$ cat config.mk
export PLATFORM = sky130hd
export DESIGN_NAME = msix_vector_unit
export DESIGN_NICKNAME = d
export VERILOG_FILES = /design/src/rtl/msix_pkg.sv /design/src/rtl/msix_window.sv /design/src/rtl/msix_dispatch.sv /design/src/rtl/msix_vector_unit.sv
export SDC_FILE = /design/constraint.sdc
export NUM_CORES = 2
export LEC_CHECK = 0
export ABC_AREA = 0
export BUFFER_PORTS_ARGS = -buffer_cell sky130_fd_sc_hd__buf_4
export CAP_MARGIN = 10
export CORE_ASPECT_RATIO = 1.25
export CORE_UTILIZATION = 35
export CTS_BUF_LIST = sky130_fd_sc_hd__clkbuf_2 sky130_fd_sc_hd__clkbuf_4 sky130_fd_sc_hd__clkbuf_8
export CTS_CLUSTER_DIAMETER = 200
export CTS_CLUSTER_SIZE = 24
export DETAILED_ROUTE_END_ITERATION = 10
export GPL_ROUTABILITY_DRIVEN = 1
export PLACE_DENSITY = 0.48
export SYNTH_ARGS = -nofsm -noshare
export SYNTH_HDL_FRONTEND = slang
export SYNTH_SLANG_ARGS = --single-unit
$ cat constraint.sdc
create_clock -name clk -period 6.5 [get_ports clk]
set_input_delay 0.65 -clock clk [delete_from_list [all_inputs] [get_ports clk]]
set_output_delay 0.65 -clock clk [all_outputs]
set_load 0.02 [all_outputs]
$ cat src/rtl/msix_pkg.sv
package msix_pkg;
  localparam int WIN_AW   = 12;
  localparam int MAX_VEC  = 128;   // table half of the window holds 128 entries
  localparam int ENT_W    = 7;     // entry index bits of an offset
  localparam int PBA_SEL  = 11;    // offset bit that selects the pending half

  typedef enum logic [1:0] {
    K_NONE,
    K_RISE,
    K_CHK,
    K_SCAN
  } work_kind_e;
endpackage

$ cat src/rtl/msix_window.sv
module msix_window
  import msix_pkg::*;
#(
  parameter int NUM_VEC = 8,
  parameter int IDX_W   = 3
) (
  input  logic                  clk,
  input  logic                  rst_n,
  input  logic                  reg_en,
  input  logic                  reg_we,
  input  logic [WIN_AW-1:0]     reg_addr,
  input  logic [31:0]           reg_wdata,
  output logic [31:0]           reg_rdata,
  input  logic [NUM_VEC-1:0]    pend,
  input  logic [IDX_W-1:0]      sel_idx,
  output logic [63:0]           sel_addr,
  output logic [31:0]           sel_data,
  output logic                  sel_mask,
  output logic                  wr_pulse,
  output logic [IDX_W-1:0]      wr_idx
);
  logic [31:0] tbl [NUM_VEC][4];
  logic        in_table;
  logic        wr_ok;
  logic [31:0] rd_mux;

  assign in_table = !reg_addr[PBA_SEL] && (32'(reg_addr[ENT_W+3:4]) < NUM_VEC);
  assign wr_ok    = reg_en && reg_we && in_table;

  always_ff @(posedge clk) begin
    if (!rst_n) begin
      for (int e = 0; e < NUM_VEC; e++)
        for (int w = 0; w < 4; w++)
          tbl[e][w] <= '0;
      wr_pulse <= 1'b0;
      wr_idx   <= '0;
    end else begin
      if (wr_ok)
        tbl[reg_addr[4 +: IDX_W]][reg_addr[3:2]] <= reg_wdata;
      wr_pulse <= wr_ok;
      if (wr_ok)
        wr_idx <= reg_addr[4 +: IDX_W];
    end
  end

  always_comb begin
    rd_mux = '0;
    if (!reg_addr[PBA_SEL]) begin
      if (in_table)
        rd_mux = tbl[reg_addr[4 +: IDX_W]][reg_addr[3:2]];
    end else begin
      for (int b = 0; b < 32; b++) begin
        if (32 * int'(reg_addr[PBA_SEL-1:2]) + b < NUM_VEC)
          rd_mux[b] = pend[IDX_W'(32 * int'(reg_addr[PBA_SEL-1:2]) + b)];
      end
    end
  end

  always_ff @(posedge clk) begin
    if (!rst_n)
      reg_rdata <= '0;
    else if (reg_en && !reg_we)
      reg_rdata <= rd_mux;
  end

  assign sel_addr = {tbl[sel_idx][1], tbl[sel_idx][0][31:2], 2'b00};
  assign sel_data = tbl[sel_idx][2];
  assign sel_mask = tbl[sel_idx][3][0];


  pba_ro_chk: assert property (@(posedge clk) disable iff (!rst_n)
    (reg_en && reg_we && reg_addr[PBA_SEL]) |=> !wr_pulse);


  wr_track_chk: assert property (@(posedge clk) disable iff (!rst_n)
    wr_pulse |-> $past(reg_en) && $past(reg_we));
endmodule

$ cat src/rtl/msix_dispatch.sv
module msix_dispatch
  import msix_pkg::*;
#(
  parameter int NUM_VEC = 8,
  parameter int IDX_W   = 3
) (
  input  logic                  clk,
  input  logic                  rst_n,
  input  logic [NUM_VEC-1:0]    irq_req,
  input  logic                  enable,
  input  logic                  func_mask,
  input  logic                  rescan,
  input  logic                  wr_pulse,
  input  logic [IDX_W-1:0]      wr_idx,
  output logic [IDX_W-1:0]      sel_idx,
  input  logic [63:0]           sel_addr,
  input  logic [31:0]           sel_data,
  input  logic                  sel_mask,
  output logic [NUM_VEC-1:0]    pend,
  output logic                  msg_valid,
  input  logic                  msg_ready,
  output logic [63:0]           msg_addr,
  output logic [31:0]           msg_data
);
  localparam logic [NUM_VEC-1:0] ONE = {{(NUM_VEC-1){1'b0}}, 1'b1};

  logic [NUM_VEC-1:0] req_d, rise_q, chk_q, pend_q, sel_oh, wr_oh;
  logic               scan_on;
  logic [IDX_W-1:0]   scan_idx;
  work_kind_e         kind;
  logic               out_free, blocked, act, send, park;

  function automatic logic [IDX_W-1:0] lowest(input logic [NUM_VEC-1:0] v);
    logic [IDX_W-1:0] r;
    r = '0;
    for (int i = NUM_VEC - 1; i >= 0; i--)
      if (v[i]) r = IDX_W'(i);
    return r;
  endfunction

  always_comb begin
    if (|rise_q) begin
      kind    = K_RISE;
      sel_idx = lowest(rise_q);
    end else if (|chk_q) begin
      kind    = K_CHK;
      sel_idx = lowest(chk_q);
    end else if (scan_on) begin
      kind    = K_SCAN;
      sel_idx = scan_idx;
    end else begin
      kind    = K_NONE;
      sel_idx = '0;
    end
  end

  assign out_free = !msg_valid || msg_ready;
  assign blocked  = !enable || func_mask || sel_mask;
  assign act      = out_free && (kind != K_NONE);
  assign send     = act && !blocked && ((kind == K_RISE) || pend_q[sel_idx]);
  assign park     = act && blocked && (kind == K_RISE);
  assign sel_oh   = ONE << sel_idx;
  assign wr_oh    = wr_pulse ? (ONE << wr_idx) : '0;
  assign pend     = pend_q;

  always_ff @(posedge clk) begin
    if (!rst_n) begin
      req_d    <= '0;
      rise_q   <= '0;
      chk_q    <= '0;
      pend_q   <= '0;
      scan_on  <= 1'b0;
      scan_idx <= '0;
      msg_valid <= 1'b0;
      msg_addr <= '0;
      msg_data <= '0;
    end else begin
      req_d  <= irq_req;
      rise_q <= (rise_q & ~((act && kind == K_RISE) ? sel_oh : '0)) | (irq_req & ~req_d);
      chk_q  <= (chk_q & ~((act && kind == K_CHK) ? sel_oh : '0)) | wr_oh;
      if (send)
        pend_q <= pend_q & ~sel_oh;
      else if (park)
        pend_q <= pend_q | sel_oh;
      if (rescan) begin
        scan_on  <= 1'b1;
        scan_idx <= '0;
      end else if (act && kind == K_SCAN) begin
        if (32'(scan_idx) == NUM_VEC - 1)
          scan_on <= 1'b0;
        else
          scan_idx <= scan_idx + 1'b1;
      end
      if (out_free) begin
        msg_valid <= send;
        if (send) begin
          msg_addr <= sel_addr;
          msg_data <= sel_data;
        end
      end
    end
  end


  msg_hold_chk: assert property (@(posedge clk) disable iff (!rst_n)
    (msg_valid && !msg_ready) |=> msg_valid && $stable(msg_addr) && $stable(msg_data));


  addr_align_chk: assert property (@(posedge clk) disable iff (!rst_n)
    msg_valid |-> (msg_addr[1:0] == 2'b00));


  gate_chk: assert property (@(posedge clk) disable iff (!rst_n)
    $rose(msg_valid) |-> ($past(enable) && !$past(func_mask)));


  pend_clr_chk: assert property (@(posedge clk) disable iff (!rst_n)
    send |=> !pend_q[$past(sel_idx)] && msg_valid);


  park_chk: assert property (@(posedge clk) disable iff (!rst_n)
    park |=> pend_q[$past(sel_idx)] && !msg_valid);


  scan_step_chk: assert property (@(posedge clk) disable iff (!rst_n)
    (act && kind == K_SCAN && !rescan && 32'(scan_idx) != NUM_VEC - 1)
      |=> scan_idx == $past(scan_idx) + 1'b1);
endmodule

$ cat src/rtl/msix_vector_unit.sv
module msix_vector_unit
  import msix_pkg::*;
#(
  parameter int NUM_VEC = 8
) (
  input  logic                clk,
  input  logic                rst_n,
  input  logic                reg_en,
  input  logic                reg_we,
  input  logic [11:0]         reg_addr,
  input  logic [31:0]         reg_wdata,
  output logic [31:0]         reg_rdata,
  input  logic                enable,
  input  logic                func_mask,
  input  logic                rescan,
  input  logic [NUM_VEC-1:0]  irq_req,
  output logic                msg_valid,
  input  logic                msg_ready,
  output logic [63:0]         msg_addr,
  output logic [31:0]         msg_data
);
  localparam int IDX_W = (NUM_VEC > 1) ? $clog2(NUM_VEC) : 1;

  logic [NUM_VEC-1:0] pend;
  logic [IDX_W-1:0]   sel_idx, wr_idx;
  logic [63:0]        sel_addr;
  logic [31:0]        sel_data;
  logic               sel_mask, wr_pulse;

  initial begin
    if (NUM_VEC < 2 || NUM_VEC > MAX_VEC)
      $error("NUM_VEC out of range");
  end

  msix_window #(.NUM_VEC(NUM_VEC), .IDX_W(IDX_W)) u_window (
    .clk(clk), .rst_n(rst_n),
    .reg_en(reg_en), .reg_we(reg_we), .reg_addr(reg_addr),
    .reg_wdata(reg_wdata), .reg_rdata(reg_rdata),
    .pend(pend), .sel_idx(sel_idx),
    .sel_addr(sel_addr), .sel_data(sel_data), .sel_mask(sel_mask),
    .wr_pulse(wr_pulse), .wr_idx(wr_idx)
  );

  msix_dispatch #(.NUM_VEC(NUM_VEC), .IDX_W(IDX_W)) u_dispatch (
    .clk(clk), .rst_n(rst_n),
    .irq_req(irq_req), .enable(enable), .func_mask(func_mask), .rescan(rescan),
    .wr_pulse(wr_pulse), .wr_idx(wr_idx),
    .sel_idx(sel_idx), .sel_addr(sel_addr), .sel_data(sel_data), .sel_mask(sel_mask),
    .pend(pend),
    .msg_valid(msg_valid), .msg_ready(msg_ready),
    .msg_addr(msg_addr), .msg_data(msg_data)
  );
endmodule

==> impl.org <==
** Power
- Summed over all cells, the static leakage comes to 0.0213 uW.
- VDD IR max :: 0.135 mV
- Total power for the finished layout comes to 15300 uW.
- For this design the ratio of total power to cell area is 248 mW/mm^2.

** Placement
- RePlAce Congestion :: 0.833
- Input and output buffers added on the ports amount to 184.
- The wire-length estimate of the detail-placed layout is 124000 um.

** Worst setup path
- The worst setup path is captured at a flop.
- Tracing the worst setup path back leads to its startpoint at u_dispatch.chk_q[4].
- Arrival time reported for the critical path endpoint :: 5290 ps
- The startpoint identified for the worst register-to-register timing path is u_dispatch.chk_q[4].
- Measured in cells, the most critical reg-to-reg path has a length of 10.
- CP max FO :: 45
- Cell repeated most along the worst path :: sky130_fd_sc_hd__mux2i_1
- Together, buffers and inverters on the worst path number 1.
- Data on the critical path is required at its endpoint by 7310 ps.
- The worst setup path is of the reg2reg kind.
- CP max-delay cell :: sky130_fd_sc_hd__o211a_4
- Cell chain of the critical path :: nor4_1 > and2_1 > nand3_1 > a21oi_4 > mux2i_1 > mux2i_1 > o211a_4 > buf_4 > o21ai_0 > a31oi_1
- The critical path runs through a total of 10 cells.
- Type of origin of the critical path :: flop
- Slowest stage delay, CP :: 780 ps
- Broken down by cell family, the worst path's largest delay share belongs to compound AO/OA/AOI/OAI gates.

** Yosys
- Async set-reset flop share out of synthesis :: 0
- Number of warnings printed during yosys synthesis :: 0
- The synthesized design contains 1191 register bits.
- Number of distinct library cells after synthesis :: 59
- Each instance of the synthesized netlist takes up on average 10.7 um^2.
- Most used DFF post-synth :: sky130_fd_sc_hd__edfxtp_1
- Count of flip-flops with a built-in enable after synthesis :: 1024
- Synthesis handed over a netlist of 5331 instances.
- Of the synthesized area, sequential elements account for 0.600.
- Netlist area before placement :: 0.0568 mm^2

** Drt
- Summing over every cut layer, the via total after detailed routing is 43015.
- DRT antenna net count :: 0
- DRC errors left :: 4
- Number of design-rule violations left by the first detailed-router iteration :: 4918
- Met2 Wirelength :: 106000 um
- Summed over all layers, the routed wires come to 222000 um.
- The detailed router used layers up to and including met5.
- Metal-1 WL :: 92500 um
- For this run, the detailed router's first-pass iteration total came to 9.
- After detailed routing, the average wire length per cell comes to 30.0 um.
- Post-detailed-route via-to-cell ratio :: 5.83
- In the detailed route, the total length drawn on met3 is 16100 um.

** Clock network
- The H-tree was split into 2 levels.
- Once the clock tree was built, the setup fixing pass inserted 0 buffers.
- Clock sink count :: 1191
- Buffers inserted to repair hold after CTS numbered 9.
- Worst skew pair latency :: 890 ps
- Clock tree root buffer cell :: sky130_fd_sc_hd__clkbuf_8
- In this run, CTS created clock tree buffers numbering 55.
- Clock-pin slew was measured on the worst setup and hold paths at 160 ps.
- CTS tree :: done
- The clock passes through at most 3 buffers.
- In this run, post-CTS repair resized a total of 0 instances.

** GRT
- GRT Total Usage :: 0.263
- The first global-routing pass estimated 311000 um of wire.
- The number of global-route vias before repair came to 41845.
- The number of antenna violations at the first check in global routing was 22.
- Maximum number of pins on one net before global-route repair :: 161
- Global route overflow :: 0

** Die
- The die is 362 um wide.
- In this run the core area contains 165 standard-cell rows.
- The die covers 0.164 mm^2.
- Die height :: 453 um
- Standard cell core area :: 0.161 mm^2
- Starting Density :: 0.352
- Number of primary I/O pins :: 189

** STA
- Setup repair after global routing missed its margin :: no
- In this run the tightest slew margin relative to its limit is 0.122.
- The smallest clock period supported by the final layout is computed as 4480 ps.
- Worst hold slack :: 155 ps
- Setup violations remaining at the end of the flow were counted as 0.
- Clock Skews :: 50.1 ps
- Worst-Margin Slew :: 1310 ps
- Adding up every negative setup slack in the final design gives 0 ps.
- Maximum clock frequency :: 223 MHz
- The number of max-slew violations in the final report is 0.
- The final number of hold-violating endpoints is 0.
- In the finished design, the share of the clock period the worst path needs comes to 0.689.

** Outcome
- Status :: finished, violations left
- The final reports fail on design-rule violations.

** Worst hold path
- Along the worst hold path, the cell count comes to 4.
- The worst hold path begins at reg_we.
- The tightest min-delay check is of the in2reg type.

** Layout
- Most common cell after layout, fill and taps aside :: sky130_fd_sc_hd__and2_1
- Relative to the synthesized area, the layout overhead comes to 8.48%.
- Share of final-layout standard cells stronger than drive strength 1 :: 0.0966
- Highest-count cells in the layout ignoring fill and taps :: sky130_fd_sc_hd__and2_1 (1034), sky130_fd_sc_hd__edfxtp_1 (1024), sky130_fd_sc_hd__nand2_1 (766)
- Total of fill cells in the finished design :: 15747
- For this run, the post-layout net count is 5224.

** Flow run
- Max-cap violation count :: 0
## Yosys cell counts, drive strengths merged (3+ instances only)
library cell     n  area, um^2
nand4          130         813
nor2            68         265
nor3             3        15.0
clkbuf         467        1760
edfxtp        1024       30700
mux2i           16         160
inv              5        18.8
a221oi          72         631
nor2b           31         194
dfxtp          167        3340
or4              3        33.8
buf             70         419
nand2b          11        68.8
nand3          580        2900
a21boi          18         135
a21oi            6        33.8
o211ai          33         253
and2          1036        6480
o21a             3        22.5
nand3b           5        37.5
nand2          766        2880
a22o            64         561
o21ai          209        1050
o221a            8        90.1
a22oi          408        3060
nor3b            9        67.6
a31oi           94         594
## area by class of cell
type                    count  area (um^2)  area share
clock buffers              99         1100      0.0178
repair buffers            310         2540      0.0413
multi-input cells        3599        21200       0.343
diodes                      7         17.5    0.000284
flip-flops and latches   1191        34100       0.553
inverters                   5         18.8    0.000304
well taps                2171         2720      0.0441
clock inverters             1         11.3    0.000183
## sequential cells by signal, indices dropped and copies added, names as in the netlist, named ones only
name / count
u_dispatch.chk_q: 8
u_dispatch.msg_addr: 62
u_dispatch.msg_data: 32
u_dispatch.msg_valid: 1
u_dispatch.req_d: 8
u_dispatch.rise_q: 8
u_dispatch.scan_idx: 3
u_dispatch.scan_on: 1
u_window.reg_rdata: 32
u_window.tbl: 1024
u_window.wr_idx: 3
u_window.wr_pulse: 1
## routing by layer
metal | GRT usage | vias to the layer above
li1 | - | 18832
met1 | 0.350 | 21816
met2 | 0.445 | 1992
met3 | 0.0330 | 373
met4 | 0.0827 | 2
met5 | 0 | -
## cell families after synthesis
| logic type | Yosys count | synth area share |
|---|---|---|
| mux | 16 | 0.00282 |
| buf+inv | 542 | 0.0387 |
| flops | 1191 | 0.600 |
| xor+xnor | 1 | 0.000154 |
| simple gates | 2654 | 0.244 |
| other cells | 1 | 0.0000660 |
| fa+ha+maj | 2 | 0.000440 |
| compound gates | 924 | 0.115 |
## per-stage QoR
step / worst slack, ps / utilization / instances / instance area [um^2]
floorplan: 1400 / - / 5332 / 56800
global placement: 2050 / 0.374 / 7267 / 60400
detailed placement: 2000 / 0.374 / 7267 / 60400
CTS: 2030 / 0.382 / 7376 / 61600
global route: 1710 / 0.382 / 7378 / 61700
finish: 2020 / 0.382 / 7383 / 61700
## report_power, final
group	switching [uW]	internal, uW	total, uW
sequential	255	8680	8940
clock	2440	1070	3500
combinational	2080	773	2850
total	4770	10500	15300
## worst reg2reg max path: cells and delay by family (launching register included)
kind / cells / cell delay, ps
simple gates: 3 / 930
mux: 2 / 800
flops: 1 / 370
compound gates: 4 / 1720
buf+inv: 1 / 590
## worst paths after layout
kind                                                 to  slack [ps]
worst max-delay path            u_dispatch.msg_addr[23]        2020
worst min-delay path              u_window.reg_rdata[7]         160
worst max register to register  u_dispatch.msg_addr[23]        2020
worst min register to register    u_window.reg_rdata[3]         510
(Power assumes the default switching activity.)
